`src/rtl/rtmr_pkg.sv`:
```
// Shared definitions for the reloadable down-counting timer.
// Assumes 32-bit word-aligned register accesses.
package rtmr_pkg;

    // Word index of each register (byte offset / 4).
    typedef enum logic [1:0] {
        REG_LOAD  = 2'd0,
        REG_COUNT = 2'd1,
        REG_CTRL  = 2'd2,
        REG_CLR   = 2'd3
    } reg_sel_e;

    // Stored control fields.
    typedef struct packed {
        logic run;
        logic periodic;
        logic fast;
    } ctrl_t;

    localparam int CTRL_RUN_BIT  = 7;
    localparam int CTRL_PER_BIT  = 6;
    localparam int CTRL_FAST_BIT = 3;

endpackage

```
`src/rtl/rtmr_regs.sv`:
```
// Register file and bus decode for the timer.
// Holds the load and control registers, creates one-cycle write strobes
// for load and clear, and forms combinational read data.
// Assumes bus_addr is a byte offset; misaligned accesses are ignored.
module rtmr_regs
    import rtmr_pkg::*;
#(
    parameter int CNT_W  = 32,
    parameter int DATA_W = 32,
    parameter int ADDR_W = 4
) (
    input  logic              clk,
    input  logic              rst_n,
    input  logic [ADDR_W-1:0] bus_addr,
    input  logic              bus_wr,
    input  logic [DATA_W-1:0] bus_wdata,
    input  logic [CNT_W-1:0]  cnt_q,
    output logic [CNT_W-1:0]  load_q,
    output ctrl_t             ctrl_q,
    output logic              ld_wr,
    output logic              clr_wr,
    output logic [DATA_W-1:0] bus_rdata
);

    localparam int PAD_W = DATA_W - CNT_W;

    logic     aligned;
    reg_sel_e sel;
    logic     ctrl_wr;
    logic [DATA_W-1:0] cnt_ext;
    logic [DATA_W-1:0] load_ext;

    // Decode the word index and the write strobes.
    always_comb begin
        aligned = (bus_addr[1:0] == 2'b00);
        sel     = reg_sel_e'(bus_addr[3:2]);
        ld_wr   = bus_wr && aligned && (sel == REG_LOAD);
        ctrl_wr = bus_wr && aligned && (sel == REG_CTRL);
        clr_wr  = bus_wr && aligned && (sel == REG_CLR);
    end

    // Load register: keeps the reload value.
    always_ff @(posedge clk) begin
        if (!rst_n)
            load_q <= '0;
        else if (ld_wr)
            load_q <= bus_wdata[CNT_W-1:0];
    end

    // Control register: keeps only the three defined bits.
    always_ff @(posedge clk) begin
        if (!rst_n)
            ctrl_q <= '0;
        else if (ctrl_wr)
            ctrl_q <= '{run:      bus_wdata[CTRL_RUN_BIT],
                        periodic: bus_wdata[CTRL_PER_BIT],
                        fast:     bus_wdata[CTRL_FAST_BIT]};
    end

    // Zero-extend counter-width values to the bus width.
    generate
        if (PAD_W > 0) begin : g_pad
            assign cnt_ext  = {{PAD_W{1'b0}}, cnt_q};
            assign load_ext = {{PAD_W{1'b0}}, load_q};
        end else begin : g_nopad
            assign cnt_ext  = cnt_q;
            assign load_ext = load_q;
        end
    endgenerate

    // Read multiplexer.
    always_comb begin
        bus_rdata = '0;
        if (aligned) begin
            unique case (sel)
                REG_LOAD:  bus_rdata = load_ext;
                REG_COUNT: bus_rdata = cnt_ext;
                REG_CTRL: begin
                    bus_rdata[CTRL_RUN_BIT]  = ctrl_q.run;
                    bus_rdata[CTRL_PER_BIT]  = ctrl_q.periodic;
                    bus_rdata[CTRL_FAST_BIT] = ctrl_q.fast;
                end
                REG_CLR:   bus_rdata = '0;
                default:   bus_rdata = '0;
            endcase
        end
    end

endmodule

```
`src/rtl/rtmr_tick.sv`:
```
// Count-enable selection.
// Produces a one-cycle step request from the fast or slow tick input,
// gated by the run bit. Assumes both ticks are already synchronous to clk.
module rtmr_tick (
    input  logic run,
    input  logic fast_sel,
    input  logic tick_fast,
    input  logic tick_slow,
    output logic step
);

    // Pick the tick source and gate it with run.
    always_comb begin
        step = run && (fast_sel ? tick_fast : tick_slow);
    end

endmodule

```
`src/rtl/rtmr_count.sv`:
```
// Down-counter with reload and wrap.
// A load write has priority over a step. A step at zero either reloads
// (periodic) or wraps to all ones (free-running), and flags an underflow.
module rtmr_count #(
    parameter int CNT_W = 32
) (
    input  logic             clk,
    input  logic             rst_n,
    input  logic             ld_wr,
    input  logic [CNT_W-1:0] ld_val,
    input  logic             step,
    input  logic             periodic,
    input  logic [CNT_W-1:0] load_q,
    output logic [CNT_W-1:0] cnt_q,
    output logic             uf_evt
);

    localparam logic [CNT_W-1:0] CNT_ONE = CNT_W'(1);

    logic             at_zero;
    logic [CNT_W-1:0] cnt_d;

    // Next-count selection and underflow detection.
    always_comb begin
        at_zero = (cnt_q == '0);
        uf_evt  = step && at_zero && !ld_wr;
        if (ld_wr)
            cnt_d = ld_val;
        else if (step)
            cnt_d = at_zero ? (periodic ? load_q : '1) : (cnt_q - CNT_ONE);
        else
            cnt_d = cnt_q;
    end

    // Counter register.
    always_ff @(posedge clk) begin
        if (!rst_n)
            cnt_q <= '0;
        else
            cnt_q <= cnt_d;
    end

endmodule

```
`src/rtl/rtmr_irq.sv`:
```
// Interrupt flag. Set by an underflow, cleared by a clear write;
// a set in the same cycle wins over the clear.
module rtmr_irq (
    input  logic clk,
    input  logic rst_n,
    input  logic uf_evt,
    input  logic clr_wr,
    output logic irq
);

    // Level flag with set priority.
    always_ff @(posedge clk) begin
        if (!rst_n)
            irq <= 1'b0;
        else if (uf_evt)
            irq <= 1'b1;
        else if (clr_wr)
            irq <= 1'b0;
    end

endmodule

```
`src/rtl/reload_timer.sv`:
```
// Top level of the reloadable down-counting interrupt timer.
// Wires the register file, tick selection, counter and interrupt flag.
// Assumes CNT_W <= 32 and word-aligned accesses on a 16-byte window.
module reload_timer
    import rtmr_pkg::*;
#(
    parameter int CNT_W = 32
) (
    input  logic        clk,
    input  logic        rst_n,
    input  logic        tick_fast,
    input  logic        tick_slow,
    input  logic [3:0]  bus_addr,
    input  logic        bus_wr,
    input  logic [31:0] bus_wdata,
    output logic [31:0] bus_rdata,
    output logic        irq
);

    localparam int DATA_W = 32;
    localparam int ADDR_W = 4;

    logic [CNT_W-1:0] load_q;
    logic [CNT_W-1:0] cnt_q;
    ctrl_t            ctrl_q;
    logic             ld_wr;
    logic             clr_wr;
    logic             step;
    logic             uf_evt;
    logic             run_en;
    logic [CNT_W-1:0] ld_val;

    assign run_en = ctrl_q.run;
    assign ld_val = bus_wdata[CNT_W-1:0];

    rtmr_regs #(.CNT_W(CNT_W), .DATA_W(DATA_W), .ADDR_W(ADDR_W)) u_regs (
        .clk       (clk),
        .rst_n     (rst_n),
        .bus_addr  (bus_addr),
        .bus_wr    (bus_wr),
        .bus_wdata (bus_wdata),
        .cnt_q     (cnt_q),
        .load_q    (load_q),
        .ctrl_q    (ctrl_q),
        .ld_wr     (ld_wr),
        .clr_wr    (clr_wr),
        .bus_rdata (bus_rdata)
    );

    rtmr_tick u_tick (
        .run       (ctrl_q.run),
        .fast_sel  (ctrl_q.fast),
        .tick_fast (tick_fast),
        .tick_slow (tick_slow),
        .step      (step)
    );

    rtmr_count #(.CNT_W(CNT_W)) u_count (
        .clk      (clk),
        .rst_n    (rst_n),
        .ld_wr    (ld_wr),
        .ld_val   (ld_val),
        .step     (step),
        .periodic (ctrl_q.periodic),
        .load_q   (load_q),
        .cnt_q    (cnt_q),
        .uf_evt   (uf_evt)
    );

    rtmr_irq u_irq (
        .clk    (clk),
        .rst_n  (rst_n),
        .uf_evt (uf_evt),
        .clr_wr (clr_wr),
        .irq    (irq)
    );

endmodule

```
`config.mk`:
```
export PLATFORM = sky130hd
export DESIGN_NAME = reload_timer
export DESIGN_NICKNAME = d
export VERILOG_FILES = /design/src/rtl/rtmr_pkg.sv /design/src/rtl/rtmr_regs.sv /design/src/rtl/rtmr_tick.sv /design/src/rtl/rtmr_count.sv /design/src/rtl/rtmr_irq.sv /design/src/rtl/reload_timer.sv
export SDC_FILE = /design/constraint.sdc
export NUM_CORES = 1
export LEC_CHECK = 0
export CORE_UTILIZATION = 54
export CTS_CLUSTER_SIZE = 14
export DETAILED_ROUTE_END_ITERATION = 7
export GPL_TIMING_DRIVEN = 1
export PLACE_DENSITY = 0.81
export REMOVE_ABC_BUFFERS = 1
export SLEW_MARGIN = 20
export SYNTH_ARGS = -nofsm -noshare
export SYNTH_HDL_FRONTEND = slang
export SYNTH_HIERARCHICAL = 1
export SYNTH_SLANG_ARGS = --single-unit
```
`constraint.sdc`:
```
create_clock -name clk -period 2.9 [get_ports clk]
set_input_delay 0.58 -clock clk [delete_from_list [all_inputs] [get_ports clk]]
set_output_delay 0.58 -clock clk [all_outputs]
set_load 0.01 [all_outputs]
```
==> results.md <==
* Synth unique cells at 56
* Largest net degree at the start of global routing at 35
* Fraction of layout cells with a size suffix above 1 at 10.4%
* Setup Viol. Count Final at 0
* Inst Count DP at 724
* Initial antenna violation count at 0
* Die ar. at between 8000 and 9000 um2
* Setup TNS at 0 ps
* Post-synthesis adder-cell area fraction at 0.562%
* Starting Density at 56.7%
* Post-synthesis register bit count at 68
* Residual overflow from global routing at 0
* Sinks on Clock Net at 68
* Synth area leaders: dfxtp_1 31%, mux2i_1 16%, nand2_1 6.9%, nor2_1 4.8%, nor3_1 3.9%
* Crit-path slowest cell: clkdlybuf4s50_1
* Critical path arrival at 2280 ps
* Post-synthesis mux area share at 15.7%
* Post-route ant nets at 0
* Hold Vio Cnt, Final at 0
* Post-DR wirelength/cell at ~18 um
* Sw frac at between 30% and 40%
* WHS Path Cells at 2
* Die Span X at ~93 um
* Worst setup margin at 42.0 ps
* Final Skew at 9.63 ps
* Max cap viols at 0
* Place WS at around 32 ps
* Die Y-Extent at between 90 and 100 um
* Xor and xnor area share after synthesis at 4.13%
* Minimum clock period at between 2000 and 3000 ps
* CTS tree: built
* Setup crit end kind: primary output
* Mapped cell area at 4450 um2
* Total number of vias at approximately 4700
* Placed Area at 5370 um2
* Port-buffer cells at 73
* Power per cell area at around 430 nW/um2
* CTS buffer count at 9
* Unrepaired setup endpoints after global routing: false
* CTS hold repair buffers at 0
* Flop pwr share at 40.8%
* Clock Power Share at 30.2%
* Max Fanout on Critical Path at 29
* Avg Inst Size Synth at 7.97 um2
* Synth top area share at 30.6%
* Ys Warns at 6
* Hold Crit Class: reg2reg
* Worst Reg2Reg Path Length in Cells at 6
* WHS at 480 ps
* Compound-cell area share of the yosys netlist at 14.4%
* Finished Core Util at 71.0%
* Std-Cell Rows at 32
* Simple-gate share of the synthesized area at 28.6%
* Largest family of logic cells by synthesized area: simple AND/OR/NAND/NOR gates
* Power consumption at 2.39 mW
* Peak Freq at between 0.3 and 0.4 GHz
* Number of flops mapped to enable cells by yosys at 0
* Drt drc at 0
* Root Buffer Master: clkbuf_8
* Tcrit/Tclk final at 98.6%
* Total GRT Usage at 31.8%
* Final Cell Area at 5570 um2
* Sequential area share after synthesis at 30.6%
* H-tree levels at 3
* Worst-skew pair later-pin latency at 350 ps
* Core area at a little under 8000 um2
* Comb pwr share at 29.0%
* Cell mode on critical path: clkdlybuf4s50_1
* Max Buffers Root-to-Sink at 2
* Final non-filler cell total at 739
* Synthesized instance count at 558
* Uppermost layer routed: met4
* Yosys top cell by area: dfxtp_1
* Met3 wire length at 1050 um
* Cells along the critical path: clkdlybuf4s50_1 > or3_1 > buf_12 > nor2_1 > clkdlybuf4s50_1
* DR WL met2 at 6350 um
* First-pass detailed-route iteration total at 6
* Slew Viols, Final at 0
* DP Wirelength at 9000 um
* Routed Wire Length at 13300 um
* Leak pwr at 2.35 nW
* Maximum VDD drop at between 0.2 and 0.3 mV
* Switch Pwr at 0.791 mW
* Async set-or-reset flop fraction in the synthesized netlist at 0%
* Top_reg_cell synth: dfxtp_1
* Slew HR at 32.2%
* Crit path largest cell delay at 540 ps
* Startpoint Class: input pin
* Final estimated routing congestion in global placement at 0.893
* IO Pins at 74
* Pint at 1.60 mW
* Diode count at 0
* WS Path Type: in2out
* Clock transition at path regs at 80 ps
* Critical Path RT at 2320 ps
* First-pass GRT wire length at 21700 um
* Via/cell ratio at 6.34
* Number of DRC markers in iteration 0 at around 440
* Tightest Pin Transition at 1020 ps
* Status: completed
* Post-Route M1 WL at 5420 um
* Layout area overhead at 25.3%
* Vias in the first global route at approximately 4500
* Fin nets at approximately 680
-- critical path: cells and delay by family --
family                 cells  cell delay (ps)
buffers and inverters      3             1140
and+or+nand+nor            2              540
-- cell usage after synthesis, drive strengths merged (2+ instances only) --
master	number
buf	16
mux2i	70
nor3b	2
and2	2
nor3	38
o32ai	14
or4	7
ha	2
o211ai	5
or3	13
nor4	19
dfxtp	68
a22o	2
nand2	82
nand3b	2
nand3	6
a2bb2oi	3
o21ai	10
nor2b	3
xnor2	7
and3	17
a311oi	2
nand4	3
nor2	57
a21oi	25
o41ai	4
o22ai	3
inv	6
a211oi	6
o31ai	4
xor2	14
or2	2
clkbuf	29
-- final timing paths --
path | end | slack (ps) | start
min reg2reg | u_regs/load_q[3]$_SDFFE_PN0P_ | 480 | u_regs/load_q[3]$_SDFFE_PN0P_
max reg2reg | u_count/cnt_q[21]$_SDFFE_PN0P_ | 130 | u_count/cnt_q[16]$_SDFFE_PN0P_
min | u_regs/load_q[3]$_SDFFE_PN0P_ | 480 | u_regs/load_q[3]$_SDFFE_PN0P_
max | bus_rdata[4] | 40 | bus_addr[3]
-- what timing repair did --
action	4_1_cts	5_1_grt
setup endpoints to repair	0	13
setup buffers	0	0
gates resized for setup	0	11
-- cells by family (layout without fill, tap and decap cells) --
kind of cell / after synthesis / in the layout
AO/OA/AOI/OAI: 89 / 89
multiplexers: 70 / 70
flip-flops: 68 / 68
AND/OR/NAND/NOR: 256 / 256
XOR/XNOR: 21 / 21
adder cells (fa/ha/maj): 2 / 2
buffers and inverters: 52 / 131
-- registers in the layout, summed over array words and instances, names as in the netlist --
| signal | cells |
|---|---|
| u_regs/load_q | 32 |
| u_regs/ctrl_q | 3 |
| u_count/cnt_q | 32 |
| u_irq/irq | 1 |
-- power groups by stage --
| stage | Clock (mW) | Sequential [mW] | Combinational (mW) |
|---|---|---|---|
| 2_1_floorplan | 0 | 0.990 | 0.370 |
| 3_3_place_gp | 0 | 0.994 | 0.655 |
| 3_5_place_dp | 0 | 0.996 | 0.668 |
| 4_1_cts | 0.728 | 0.974 | 0.678 |
| 5_1_grt | 0.772 | 0.978 | 0.743 |
| 6_report | 0.722 | 0.975 | 0.693 |
-- placed cells by master (no fill, tap or decap), types with 2 or more instances in the layout --
cell             instances
or4_1                    6
a22o_1                   2
and3_1                  16
o41ai_1                  4
dfxtp_1                 68
dlymetal6s2s_1          10
buf_12                   3
nor4_1                  18
xor2_1                  14
nand3b_1                 2
buf_4                   33
o211ai_1                 5
nor3_1                  35
clkbuf_8                11
clkinvlp_4               2
buf_2                    2
xnor2_1                  7
o22ai_1                  3
a311oi_1                 2
or3_1                   12
clkdlybuf4s50_1         61
a21oi_1                 25
a211oi_1                 6
nor2_1                  57
nor3b_1                  2
o32ai_1                 14
or2_2                    2
nand2_1                 82
ha_1                     2
and2_1                   2
nand4_1                  3
o31ai_1                  4
nor3_2                   2
inv_1                    6
a2bb2oi_1                3
clkinv_2                 2
nand3_1                  6
o21ai_0                 10
mux2i_1                 70
-- cell type report --
class | instances | area [um2]
flip-flops and latches | 68 | 1360
well taps | 102 | 128
repair buffers | 109 | 1050
fillers | 639 | 2270
clock buffers | 11 | 151
inverters | 7 | 26.3
clock inverters | 4 | 25.0
multi-input cells | 438 | 2830
-- per-layer routing --
metal,vias to the layer above,global-route usage (%)
met4,0,16.5
met1,2203,39.5
li1,2183,-
met3,56,4.84
met2,242,53.1
met5,-,0
Note: power is estimated with default switching activity, not from simulation.
